`config.mk`:
```
export PLATFORM = sky130hd
export DESIGN_NAME = axil_localizing_decoder
export DESIGN_NICKNAME = d
export VERILOG_FILES = /design/src/rtl/axld_pkg.sv /design/src/rtl/axld_match.sv /design/src/rtl/axld_wr_ctrl.sv /design/src/rtl/axld_rd_ctrl.sv /design/src/rtl/axil_localizing_decoder.sv
export SDC_FILE = /design/constraint.sdc
export NUM_CORES = 1
export LEC_CHECK = 0
export ABC_CLOCK_PERIOD_IN_PS = 3300
export BUFFER_PORTS_ARGS = -buffer_cell sky130_fd_sc_hd__buf_2
export CAP_MARGIN = 0
export CORE_AREA = 2 2 165 167
export DETAILED_ROUTE_END_ITERATION = 10
export DIE_AREA = 0 0 167 169
export PLACE_DENSITY = 0.61
export SLEW_MARGIN = 40
export SYNTH_ARGS = -nofsm -noshare
export SYNTH_HDL_FRONTEND = slang
export SYNTH_HIERARCHICAL = 1
export SYNTH_SLANG_ARGS = --single-unit
```
`constraint.sdc`:
```
create_clock -name clk -period 3.3 [get_ports clk]
set_input_delay 0.66 -clock clk [delete_from_list [all_inputs] [get_ports clk]]
set_output_delay 0.66 -clock clk [all_outputs]
set_load 0.03 [all_outputs]
```
`src/rtl/axld_pkg.sv`:
```
package axld_pkg;

    typedef enum logic [1:0] {
        PH_IDLE = 2'd0,
        PH_ADDR = 2'd1,
        PH_RESP = 2'd2
    } phase_e;

    localparam logic [1:0] RESP_OKAY   = 2'b00;
    localparam logic [1:0] RESP_DECERR = 2'b11;

endpackage

```
`src/rtl/axld_match.sv`:
```
module axld_match #(
    parameter int          ADDR_W    = 32,
    parameter int          NUM_ELEM  = 4,
    parameter int unsigned ARR_BASE  = 32'h0000_1000,
    parameter int unsigned STRIDE    = 32'h0000_0100,
    parameter int unsigned ELEM_SIZE = 32'h0000_0040
) (
    input  logic [ADDR_W-1:0]   addr,
    output logic [NUM_ELEM-1:0] hit,
    output logic                miss
);

    for (genvar i = 0; i < NUM_ELEM; i++) begin : g_win
        localparam logic [ADDR_W-1:0] LO = ADDR_W'(ARR_BASE + i * STRIDE);
        logic [ADDR_W-1:0] off;
        assign off    = addr - LO;
        assign hit[i] = (addr >= LO) && (off < ADDR_W'(ELEM_SIZE));
    end

    assign miss = ~|hit;

endmodule

```
`src/rtl/axld_wr_ctrl.sv`:
```
module axld_wr_ctrl
    import axld_pkg::*;
#(
    parameter int ADDR_W   = 32,
    parameter int NUM_ELEM = 4
) (
    input  logic                    clk,
    input  logic                    rst_n,
    input  logic                    s_awvalid,
    input  logic [ADDR_W-1:0]       s_awaddr,
    input  logic [2:0]              s_awprot,
    output logic                    s_awready,
    input  logic                    s_wvalid,
    output logic                    s_wready,
    output logic                    s_bvalid,
    output logic [1:0]              s_bresp,
    input  logic                    s_bready,
    input  logic [NUM_ELEM-1:0]     hit,
    input  logic                    miss,
    output logic [NUM_ELEM-1:0]     c_awvalid,
    input  logic [NUM_ELEM-1:0]     c_awready,
    output logic [NUM_ELEM-1:0]     c_wvalid,
    input  logic [NUM_ELEM-1:0]     c_wready,
    input  logic [NUM_ELEM-1:0]     c_bvalid,
    input  logic [2*NUM_ELEM-1:0]   c_bresp,
    output logic [NUM_ELEM-1:0]     c_bready,
    output logic [ADDR_W-1:0]       addr_o,
    output logic [2:0]              prot_o
);

    typedef struct packed {
        phase_e              ph;
        logic [NUM_ELEM-1:0] sel;
        logic                miss;
        logic                aw_done;
        logic                w_done;
        logic [ADDR_W-1:0]   addr;
        logic [2:0]          prot;
    } wr_st_t;

    wr_st_t st_d, st_q;

    logic       aw_rdy, w_rdy, bv_sel, aw_fin, w_fin;
    logic [1:0] br_sel;

    always_comb begin
        st_d      = st_q;
        s_awready = 1'b0;
        s_wready  = 1'b0;
        s_bvalid  = 1'b0;
        s_bresp   = RESP_OKAY;
        c_awvalid = '0;
        c_wvalid  = '0;
        c_bready  = '0;
        aw_rdy    = st_q.miss | (|(st_q.sel & c_awready));
        w_rdy     = st_q.miss | (|(st_q.sel & c_wready));
        bv_sel    = |(st_q.sel & c_bvalid);
        br_sel    = '0;
        for (int i = 0; i < NUM_ELEM; i++) begin
            if (st_q.sel[i]) br_sel = br_sel | c_bresp[2*i +: 2];
        end
        aw_fin = 1'b0;
        w_fin  = 1'b0;
        unique case (st_q.ph)
            PH_IDLE: begin
                if (s_awvalid) begin
                    st_d.ph      = PH_ADDR;
                    st_d.sel     = hit;
                    st_d.miss    = miss;
                    st_d.addr    = s_awaddr;
                    st_d.prot    = s_awprot;
                    st_d.aw_done = 1'b0;
                    st_d.w_done  = 1'b0;
                end
            end
            PH_ADDR: begin
                c_awvalid    = st_q.aw_done ? '0 : st_q.sel;
                s_awready    = !st_q.aw_done && aw_rdy;
                c_wvalid     = (st_q.w_done || !s_wvalid) ? '0 : st_q.sel;
                s_wready     = !st_q.w_done && w_rdy;
                aw_fin       = st_q.aw_done || (s_awvalid && !st_q.aw_done && aw_rdy);
                w_fin        = st_q.w_done || (s_wvalid && !st_q.w_done && w_rdy);
                st_d.aw_done = aw_fin;
                st_d.w_done  = w_fin;
                if (aw_fin && w_fin) st_d.ph = PH_RESP;
            end
            PH_RESP: begin
                s_bvalid = st_q.miss ? 1'b1 : bv_sel;
                s_bresp  = st_q.miss ? RESP_DECERR : br_sel;
                c_bready = st_q.miss ? '0 : (st_q.sel & {NUM_ELEM{s_bready}});
                if ((st_q.miss || bv_sel) && s_bready) st_d.ph = PH_IDLE;
            end
            default: st_d.ph = PH_IDLE;
        endcase
    end

    always_ff @(posedge clk) begin
        if (!rst_n) st_q <= '0;
        else        st_q <= st_d;
    end

    assign addr_o = st_q.addr;
    assign prot_o = st_q.prot;


    aw_onehot_chk: assert property (@(posedge clk) disable iff (!rst_n)
        $onehot0(c_awvalid));


    aw_single_chk: assert property (@(posedge clk) disable iff (!rst_n)
        (s_awvalid && s_awready) |=> !s_awready);


    w_gate_chk: assert property (@(posedge clk) disable iff (!rst_n)
        (|c_wvalid) |-> s_wvalid);


    wr_decerr_chk: assert property (@(posedge clk) disable iff (!rst_n)
        (s_bvalid && st_q.miss) |-> (s_bresp == RESP_DECERR && c_bready == '0));

endmodule

```
`src/rtl/axld_rd_ctrl.sv`:
```
module axld_rd_ctrl
    import axld_pkg::*;
#(
    parameter int ADDR_W   = 32,
    parameter int DATA_W   = 32,
    parameter int NUM_ELEM = 4
) (
    input  logic                       clk,
    input  logic                       rst_n,
    input  logic                       s_arvalid,
    input  logic [ADDR_W-1:0]          s_araddr,
    input  logic [2:0]                 s_arprot,
    output logic                       s_arready,
    output logic                       s_rvalid,
    output logic [DATA_W-1:0]          s_rdata,
    output logic [1:0]                 s_rresp,
    input  logic                       s_rready,
    input  logic [NUM_ELEM-1:0]        hit,
    input  logic                       miss,
    output logic [NUM_ELEM-1:0]        c_arvalid,
    input  logic [NUM_ELEM-1:0]        c_arready,
    input  logic [NUM_ELEM-1:0]        c_rvalid,
    input  logic [NUM_ELEM*DATA_W-1:0] c_rdata,
    input  logic [2*NUM_ELEM-1:0]      c_rresp,
    output logic [NUM_ELEM-1:0]        c_rready,
    output logic [ADDR_W-1:0]          addr_o,
    output logic [2:0]                 prot_o
);

    typedef struct packed {
        phase_e              ph;
        logic [NUM_ELEM-1:0] sel;
        logic                miss;
        logic [ADDR_W-1:0]   addr;
        logic [2:0]          prot;
    } rd_st_t;

    rd_st_t st_d, st_q;

    logic              ar_rdy, rv_sel;
    logic [1:0]        rr_sel;
    logic [DATA_W-1:0] rd_sel;

    always_comb begin
        st_d      = st_q;
        s_arready = 1'b0;
        s_rvalid  = 1'b0;
        s_rdata   = '0;
        s_rresp   = RESP_OKAY;
        c_arvalid = '0;
        c_rready  = '0;
        ar_rdy    = st_q.miss | (|(st_q.sel & c_arready));
        rv_sel    = |(st_q.sel & c_rvalid);
        rr_sel    = '0;
        rd_sel    = '0;
        for (int i = 0; i < NUM_ELEM; i++) begin
            if (st_q.sel[i]) begin
                rr_sel = rr_sel | c_rresp[2*i +: 2];
                rd_sel = rd_sel | c_rdata[DATA_W*i +: DATA_W];
            end
        end
        unique case (st_q.ph)
            PH_IDLE: begin
                if (s_arvalid) begin
                    st_d.ph   = PH_ADDR;
                    st_d.sel  = hit;
                    st_d.miss = miss;
                    st_d.addr = s_araddr;
                    st_d.prot = s_arprot;
                end
            end
            PH_ADDR: begin
                c_arvalid = st_q.sel;
                s_arready = ar_rdy;
                if (s_arvalid && ar_rdy) st_d.ph = PH_RESP;
            end
            PH_RESP: begin
                s_rvalid = st_q.miss ? 1'b1 : rv_sel;
                s_rresp  = st_q.miss ? RESP_DECERR : rr_sel;
                s_rdata  = st_q.miss ? '0 : rd_sel;
                c_rready = st_q.miss ? '0 : (st_q.sel & {NUM_ELEM{s_rready}});
                if ((st_q.miss || rv_sel) && s_rready) st_d.ph = PH_IDLE;
            end
            default: st_d.ph = PH_IDLE;
        endcase
    end

    always_ff @(posedge clk) begin
        if (!rst_n) st_q <= '0;
        else        st_q <= st_d;
    end

    assign addr_o = st_q.addr;
    assign prot_o = st_q.prot;


    ar_onehot_chk: assert property (@(posedge clk) disable iff (!rst_n)
        $onehot0(c_arvalid));


    rd_decerr_chk: assert property (@(posedge clk) disable iff (!rst_n)
        (s_rvalid && st_q.miss) |-> (s_rdata == '0 && s_rresp == RESP_DECERR));


    rd_hold_chk: assert property (@(posedge clk) disable iff (!rst_n)
        (s_rvalid && !s_rready) |=> s_rvalid);


    rd_ready_chk: assert property (@(posedge clk) disable iff (!rst_n)
        (|c_rready) |-> s_rready);

endmodule

```
`src/rtl/axil_localizing_decoder.sv`:
```
module axil_localizing_decoder #(
    parameter int          ADDR_W    = 32,
    parameter int          DATA_W    = 32,
    parameter int          NUM_ELEM  = 4,
    parameter int unsigned ARR_BASE  = 32'h0000_1000,
    parameter int unsigned STRIDE    = 32'h0000_0100,
    parameter int unsigned ELEM_SIZE = 32'h0000_0040,
    localparam int         LOC_AW    = $clog2(ELEM_SIZE),
    localparam int         STRB_W    = DATA_W / 8
) (
    input  logic                       clk,
    input  logic                       rst_n,
    input  logic                       s_awvalid,
    output logic                       s_awready,
    input  logic [ADDR_W-1:0]          s_awaddr,
    input  logic [2:0]                 s_awprot,
    input  logic                       s_wvalid,
    output logic                       s_wready,
    input  logic [DATA_W-1:0]          s_wdata,
    input  logic [STRB_W-1:0]          s_wstrb,
    output logic                       s_bvalid,
    input  logic                       s_bready,
    output logic [1:0]                 s_bresp,
    input  logic                       s_arvalid,
    output logic                       s_arready,
    input  logic [ADDR_W-1:0]          s_araddr,
    input  logic [2:0]                 s_arprot,
    output logic                       s_rvalid,
    input  logic                       s_rready,
    output logic [DATA_W-1:0]          s_rdata,
    output logic [1:0]                 s_rresp,
    output logic [NUM_ELEM-1:0]        c_awvalid,
    input  logic [NUM_ELEM-1:0]        c_awready,
    output logic [NUM_ELEM*LOC_AW-1:0] c_awaddr,
    output logic [2:0]                 c_awprot,
    output logic [NUM_ELEM-1:0]        c_wvalid,
    input  logic [NUM_ELEM-1:0]        c_wready,
    output logic [DATA_W-1:0]          c_wdata,
    output logic [STRB_W-1:0]          c_wstrb,
    input  logic [NUM_ELEM-1:0]        c_bvalid,
    output logic [NUM_ELEM-1:0]        c_bready,
    input  logic [2*NUM_ELEM-1:0]      c_bresp,
    output logic [NUM_ELEM-1:0]        c_arvalid,
    input  logic [NUM_ELEM-1:0]        c_arready,
    output logic [NUM_ELEM*LOC_AW-1:0] c_araddr,
    output logic [2:0]                 c_arprot,
    input  logic [NUM_ELEM-1:0]        c_rvalid,
    output logic [NUM_ELEM-1:0]        c_rready,
    input  logic [NUM_ELEM*DATA_W-1:0] c_rdata,
    input  logic [2*NUM_ELEM-1:0]      c_rresp
);

    logic [NUM_ELEM-1:0] wr_hit, rd_hit;
    logic                wr_miss, rd_miss;
    logic [ADDR_W-1:0]   wr_addr, rd_addr;

    axld_match #(
        .ADDR_W(ADDR_W), .NUM_ELEM(NUM_ELEM), .ARR_BASE(ARR_BASE),
        .STRIDE(STRIDE), .ELEM_SIZE(ELEM_SIZE)
    ) u_wr_match (
        .addr(s_awaddr), .hit(wr_hit), .miss(wr_miss)
    );

    axld_match #(
        .ADDR_W(ADDR_W), .NUM_ELEM(NUM_ELEM), .ARR_BASE(ARR_BASE),
        .STRIDE(STRIDE), .ELEM_SIZE(ELEM_SIZE)
    ) u_rd_match (
        .addr(s_araddr), .hit(rd_hit), .miss(rd_miss)
    );

    axld_wr_ctrl #(.ADDR_W(ADDR_W), .NUM_ELEM(NUM_ELEM)) u_wr (
        .clk(clk), .rst_n(rst_n),
        .s_awvalid(s_awvalid), .s_awaddr(s_awaddr), .s_awprot(s_awprot),
        .s_awready(s_awready), .s_wvalid(s_wvalid), .s_wready(s_wready),
        .s_bvalid(s_bvalid), .s_bresp(s_bresp), .s_bready(s_bready),
        .hit(wr_hit), .miss(wr_miss),
        .c_awvalid(c_awvalid), .c_awready(c_awready),
        .c_wvalid(c_wvalid), .c_wready(c_wready),
        .c_bvalid(c_bvalid), .c_bresp(c_bresp), .c_bready(c_bready),
        .addr_o(wr_addr), .prot_o(c_awprot)
    );

    axld_rd_ctrl #(.ADDR_W(ADDR_W), .DATA_W(DATA_W), .NUM_ELEM(NUM_ELEM)) u_rd (
        .clk(clk), .rst_n(rst_n),
        .s_arvalid(s_arvalid), .s_araddr(s_araddr), .s_arprot(s_arprot),
        .s_arready(s_arready), .s_rvalid(s_rvalid), .s_rdata(s_rdata),
        .s_rresp(s_rresp), .s_rready(s_rready),
        .hit(rd_hit), .miss(rd_miss),
        .c_arvalid(c_arvalid), .c_arready(c_arready),
        .c_rvalid(c_rvalid), .c_rdata(c_rdata), .c_rresp(c_rresp),
        .c_rready(c_rready),
        .addr_o(rd_addr), .prot_o(c_arprot)
    );

    // Per-element localization: remove the element's offset, keep window bits
    for (genvar i = 0; i < NUM_ELEM; i++) begin : g_loc
        localparam logic [ADDR_W-1:0] OFS = ADDR_W'(ARR_BASE + i * STRIDE);
        assign c_awaddr[i*LOC_AW +: LOC_AW] = LOC_AW'(wr_addr - OFS);
        assign c_araddr[i*LOC_AW +: LOC_AW] = LOC_AW'(rd_addr - OFS);
    end

    assign c_wdata = s_wdata;
    assign c_wstrb = s_wstrb;


    rw_indep_chk: assert property (@(posedge clk) disable iff (!rst_n)
        ((|c_awvalid) && (|c_arvalid)) |-> ($countones(c_awvalid) == 1 && $countones(c_arvalid) == 1));

endmodule

```
==> results of run 1 <==
flip-flops by register name, indices dropped and copies added, names as in the netlist:
| signal | count |
|---|---|
| u_wr/st_q | 9 |
| u_rd/st_q | 7 |
| u_rd/addr_o | 6 |
| u_wr/addr_o | 6 |
| u_rd/prot_o | 3 |
| u_wr/prot_o | 3 |
path summary, 6_finish.rpt:
check,end,startpoint
hold reg to reg,u_wr/prot_o[2],u_wr/prot_o[2]
hold / removal,u_wr/prot_o[2],u_wr/prot_o[2]
setup / recovery,u_rd/st_q[38],s_araddr[8]
setup reg to reg,u_wr/st_q[43],u_wr/st_q[38]
metrics by stage:
| stage | utilization (%) | area [µm²] | total power [mW] | setup slack, ns |
|---|---|---|---|---|
| after floorplan | - | 5590 | 1.25 | 0.486 |
| after global placement | 26.5 | 7030 | 1.43 | 0.258 |
| after detailed placement | 26.5 | 7030 | 1.43 | 0.233 |
| after CTS | 27.0 | 7170 | 1.91 | 0.522 |
| after global routing | 27.1 | 7170 | 2.01 | 0.289 |
| final | 27.1 | 7170 | 1.88 | 0.484 |
power breakdown:
group          leakage [nW]  internal, mW  switching (mW)
sequential            0.278         0.454          0.0540
clock                0.0630         0.276           0.186
combinational          2.71         0.308           0.601
total                  3.05          1.04           0.842
worst max-delay path, stage by stage:
cell     delay, ns
buf_2         0.17
or3_1         0.40
nor4_1        0.28
nand4_1       0.13
or4_1         0.59
nor4_2        0.42
and2_1        0.19
nand2_1       0.05
a21oi_1       0.12
cell type report:
type | instances | area (µm²) | area share [%]
tap | 341 | 427 | 5.95
sequential | 34 | 681 | 9.49
timing repair buffer | 387 | 2040 | 28.5
inverter | 17 | 63.8 | 0.890
clock buffer | 6 | 129 | 1.80
multi-input combinational | 566 | 3820 | 53.2
clock inverter | 1 | 7.51 | 0.105
antenna | 2 | 5.00 | 0.0698
routing by layer:
layer  global-route usage, %  vias up
met1                    21.4     3325
li1                        -     3327
met4                    4.87        2
met5                       0        -
met2                    27.0      449
met3                    2.45       49
==> out/results.ini, run 1 <==
[run_status]
run_status = complete, no violations

[grt]
overflow = 0
grt_usage_pct = 16.1
grt_max_degree = 39
grt_pass1_wl_um = 36700
antenna_found_initial = 3
first_global_vias = 6204

[worst_setup_path]
worstSetupStartpointType = input port
worstSetupEndpointType = register
crit_type = input port to register
r2r_slack_ns = 1.47
rr_worst_depth = 4
cp.required_ns = 3.51
crit_path_max_fanout = 12
arrival_ns = 3.03

[sta]
finClkSkew_ns = 0.00143
finalSetupTns_ns = 0
whs_ns = 0.452
finalSetupViolCount = 0
rsz0062_at_grt = no
worst_slew_pin_slew_ns = 0.641
relSlewSlack_pct = 56.2
maxSlewViolCount = 0
clock.fmax_mhz = 355
finalHoldViolCount = 0
period_minus_slack_ns = 2.82
fin_crit_sh_pct = 85.3

[die]
dieArea_mm2 = 0.0282
pin_count = 428
row_count = 60
fp.coreArea_mm2 = 0.0265
die_h_um = 169
initial_core_util_pct = 21.1
dieWidth_um = 167

[route]
dr.first_iter.drc_count = 883
wl_met1_um = 10200
postRouteAntennaNets = 0
wirelength_um = 25000
wl_met3_um = 2140
viasPerCell = 5.28
wire_per_inst_um = 18.4
drc = 0
wl_met2_um = 12000
num_vias = 7152
maxUsedRoutingLayer = met5
drtPass1Iterations = 5

[power]
p_leak_nw = 3.05
pwr_density_cell_mw_per_mm2 = 262
peakVddDrop_v = 0.000184

[final_layout]
area_growth_pct = 28.4
layout_commonest_cell = buf_2
fill_cells = 2914
layout.nets = 1292
fin_cells = 1354
drive_gt1_share_pct = 41.5
final_cell_mix = buf_2 (355), a21oi_1 (76), nand2_1 (68)

[placed_design]
dp.final_hpwl_um = 20000
gp_congestion = 0.970
port_buffers = 355
dp_cells = 1345

[run]
cap_violations = 0

[min_path]
hold_class = register to register
hold_path_depth = 2

[logic_synthesis]
netlist_area_mm2 = 0.00559
syn_avg_cell_area_um2 = 7.12
synthCells = 785
ys_warn_count = 6
mappedNetlistNets = 1066

[cts]
cts_setup_buffers = 0
hold_buffers = 0
cts_root_buf = clkbuf_16
clk_pin_slew_ns = 0.06
cts_sinks = 34
cts_tree = done
cts_resized = 0
clockBufferDepth = 2
cts_max_level = 2
cts-buffers-inserted = 5
clk_latency_ns = 0.28

Power figures use the tool's default switching activity.
==> run 2: changes to the inputs <==
Settings changed: CAP_MARGIN 0 to 10, CORE_AREA 2 2 165 167 to 2 2 166 168, CTS_CLUSTER_SIZE set to 14, DIE_AREA 0 0 167 169 to 0 0 168 170, PLACE_DENSITY 0.61 to 0.6.
==> out/results.ini, run 2 (synthesis results as in run 1) <==
[sta]
fin_crit_sh_pct = 86.3  ; +0.97 points
finalSetupTns_ns = 0  ; unchanged
period_minus_slack_ns = 2.85  ; +0.0319 ns
maxSlewViolCount = 0  ; unchanged
finClkSkew_ns = 0.00952  ; +0.00809 ns
clock.fmax_mhz = 351  ; -1.1%
relSlewSlack_pct = 58.2  ; +2.0 points
worst_slew_pin_slew_ns = 0.626  ; -0.0147 ns
finalHoldViolCount = 0  ; unchanged
rsz0062_at_grt = no
finalSetupViolCount = 0  ; unchanged

[route]
maxUsedRoutingLayer = met5
wl_met3_um = 2300  ; +7.5%
postRouteAntennaNets = 0  ; unchanged
num_vias = 7100  ; -0.73%
wl_met2_um = 11400  ; -4.2%
viasPerCell = 5.27  ; -0.21%
wire_per_inst_um = 18.2  ; -1.3%
wl_met1_um = 10200  ; -0.19%
drc = 0  ; unchanged
dr.first_iter.drc_count = 631  ; -29%
wirelength_um = 24500  ; -1.8%
drtPass1Iterations = 5  ; unchanged

[cts]
cts_setup_buffers = 0  ; unchanged
cts_resized = 0  ; unchanged
cts_tree = done
cts_max_level = 2  ; unchanged
clk_pin_slew_ns = 0.07  ; about the same
cts_root_buf = clkbuf_16
clockBufferDepth = 2  ; unchanged
cts_sinks = 34  ; unchanged
cts-buffers-inserted = 5  ; unchanged
hold_buffers = 0  ; unchanged
clk_latency_ns = 0.29  ; about the same

[placed_design]
gp_congestion = 0.947  ; -2.3%
dp.final_hpwl_um = 19600  ; -1.9%
dp_cells = 1338  ; -0.52%
port_buffers = 355  ; unchanged

[worst_setup_path]
crit_type = input port to register
crit_path_max_fanout = 8  ; -4
arrival_ns = 3.02  ; about the same
worstSetupEndpointType = register
worstSetupStartpointType = input port
cp.required_ns = 3.48  ; -0.03 ns
rr_worst_depth = 4  ; unchanged

[grt]
first_global_vias = 6231  ; +0.44%
overflow = 0  ; unchanged
grt_pass1_wl_um = 35500  ; -3.4%
grt_usage_pct = 15.5  ; -0.60 points
antenna_found_initial = 3  ; unchanged
grt_max_degree = 40  ; +2.6%

[min_path]
hold_class = register to register
hold_path_depth = 2  ; unchanged

[power]
clockPowerShare_pct = 26.2  ; +1.6 points
p_comb_share_pct = 47.5  ; -0.9 points
peakVddDrop_v = 0.000171  ; -7.2%
pwr_density_cell_mw_per_mm2 = 271  ; +3.6%
swShare_pct = 44.7  ; -0.12 points
internal_power_mw = 1.07  ; +3.2%
p_leak_nw = 3.02  ; -0.95%
power.switching_uw = 864  ; +2.7%
seq_power_share_pct = 26.3  ; -0.7 points

[die]
initial_core_util_pct = 21.0  ; -0.12 points
fp.coreArea_mm2 = 0.0267  ; +0.57%
dieArea_mm2 = 0.0286  ; +1.2%
die_h_um = 170  ; +0.59%
dieWidth_um = 168  ; +0.60%
pin_count = 428  ; unchanged
row_count = 60  ; unchanged

[final_layout]
area_growth_pct = 27.5
layout_commonest_cell = buf_2
final_cell_mix = buf_2 (355), a21oi_1 (76), nand2_1 (68)
layout.nets = 1285  ; -0.54%
fin_cells = 1347  ; -0.52%
drive_gt1_share_pct = 41.4  ; -0.15 points
regMostFlops = u_wr/st_q
largestRegisters = u_wr/st_q: 9 flops, u_rd/st_q: 7 flops
post-route-util_pct = 26.7  ; -0.33 points
largest_reg_flops = 9  ; unchanged

[run_status]
run_status = complete, no violations

[run]
cap_violations = 0  ; unchanged

run 2: cell count changes in the layout (fill, tap and decap cells not counted):
cell | before | now
clkbuf_1 | 1 | 0
nand2b_2 | 0 | 1
clkbuf_8 | 0 | 1
buf_12 | 2 | 1
buf_4 | 30 | 24
nand2b_1 | 11 | 10
inv_6 | 0 | 1
diode_2 | 2 | 1
run 2: worst paths after layout:
check	slack (ns)	endpoint	start
worst min register to register	0.45	u_wr/prot_o[1]	u_wr/prot_o[1]
worst max-delay path	0.45	u_rd/st_q[35]	s_araddr[29]
worst min-delay path	0.45	u_wr/prot_o[1]	u_wr/prot_o[1]
worst max register to register	1.55	u_rd/st_q[41]	u_rd/st_q[36]
run 2: final cells by class:
cell class,instances,area [µm²]
Clock inverter,2,16.3
Inverter,17,63.8
Antenna cell,1,2.50
Clock buffer,6,139
Tap cell,341,427
Timing Repair Buffer,380,1980
Sequential cell,34,681
Multi-Input combinational cell,566,3820
Fill cell,2962,19500
run 2: critical path, stage by stage:
cell	delay, ns
buf_2	0.17
nor4_1	0.43
nand4_1	0.15
a2111oi_0	0.51
buf_4	0.22
o2111ai_1	0.12
nor4_2	0.51
a2111oi_4	0.11
nand2_1	0.09
a21oi_1	0.05
run 2: power groups by stage:
stage                     registers [mW]  logic, mW  clock network [mW]
final                              0.509      0.918               0.507
after global routing               0.519      0.993               0.550
after global placement             0.517      0.915                   0
after detailed placement           0.520      0.918                   0
after floorplan                    0.491      0.755                   0
after CTS                          0.511      0.920               0.535
run 2: through the flow:
stage,worst slack (ns),hold slack [ns],total power [mW],area [µm²]
after global routing,0.338,0.480,2.06,7130
after CTS,0.516,0.455,1.97,7120
after detailed placement,0.213,0.446,1.44,6970
after floorplan,0.486,0.435,1.25,5590
final,0.452,0.452,1.93,7130
after global placement,0.272,0.441,1.43,6970
run 2: layer usage:
metal  vias up  global-route usage [%]
met5         -                       0
met4         4                    4.01
met3        56                    3.40
met2       420                    25.5
met1      3324                    20.6
li1       3296                       -
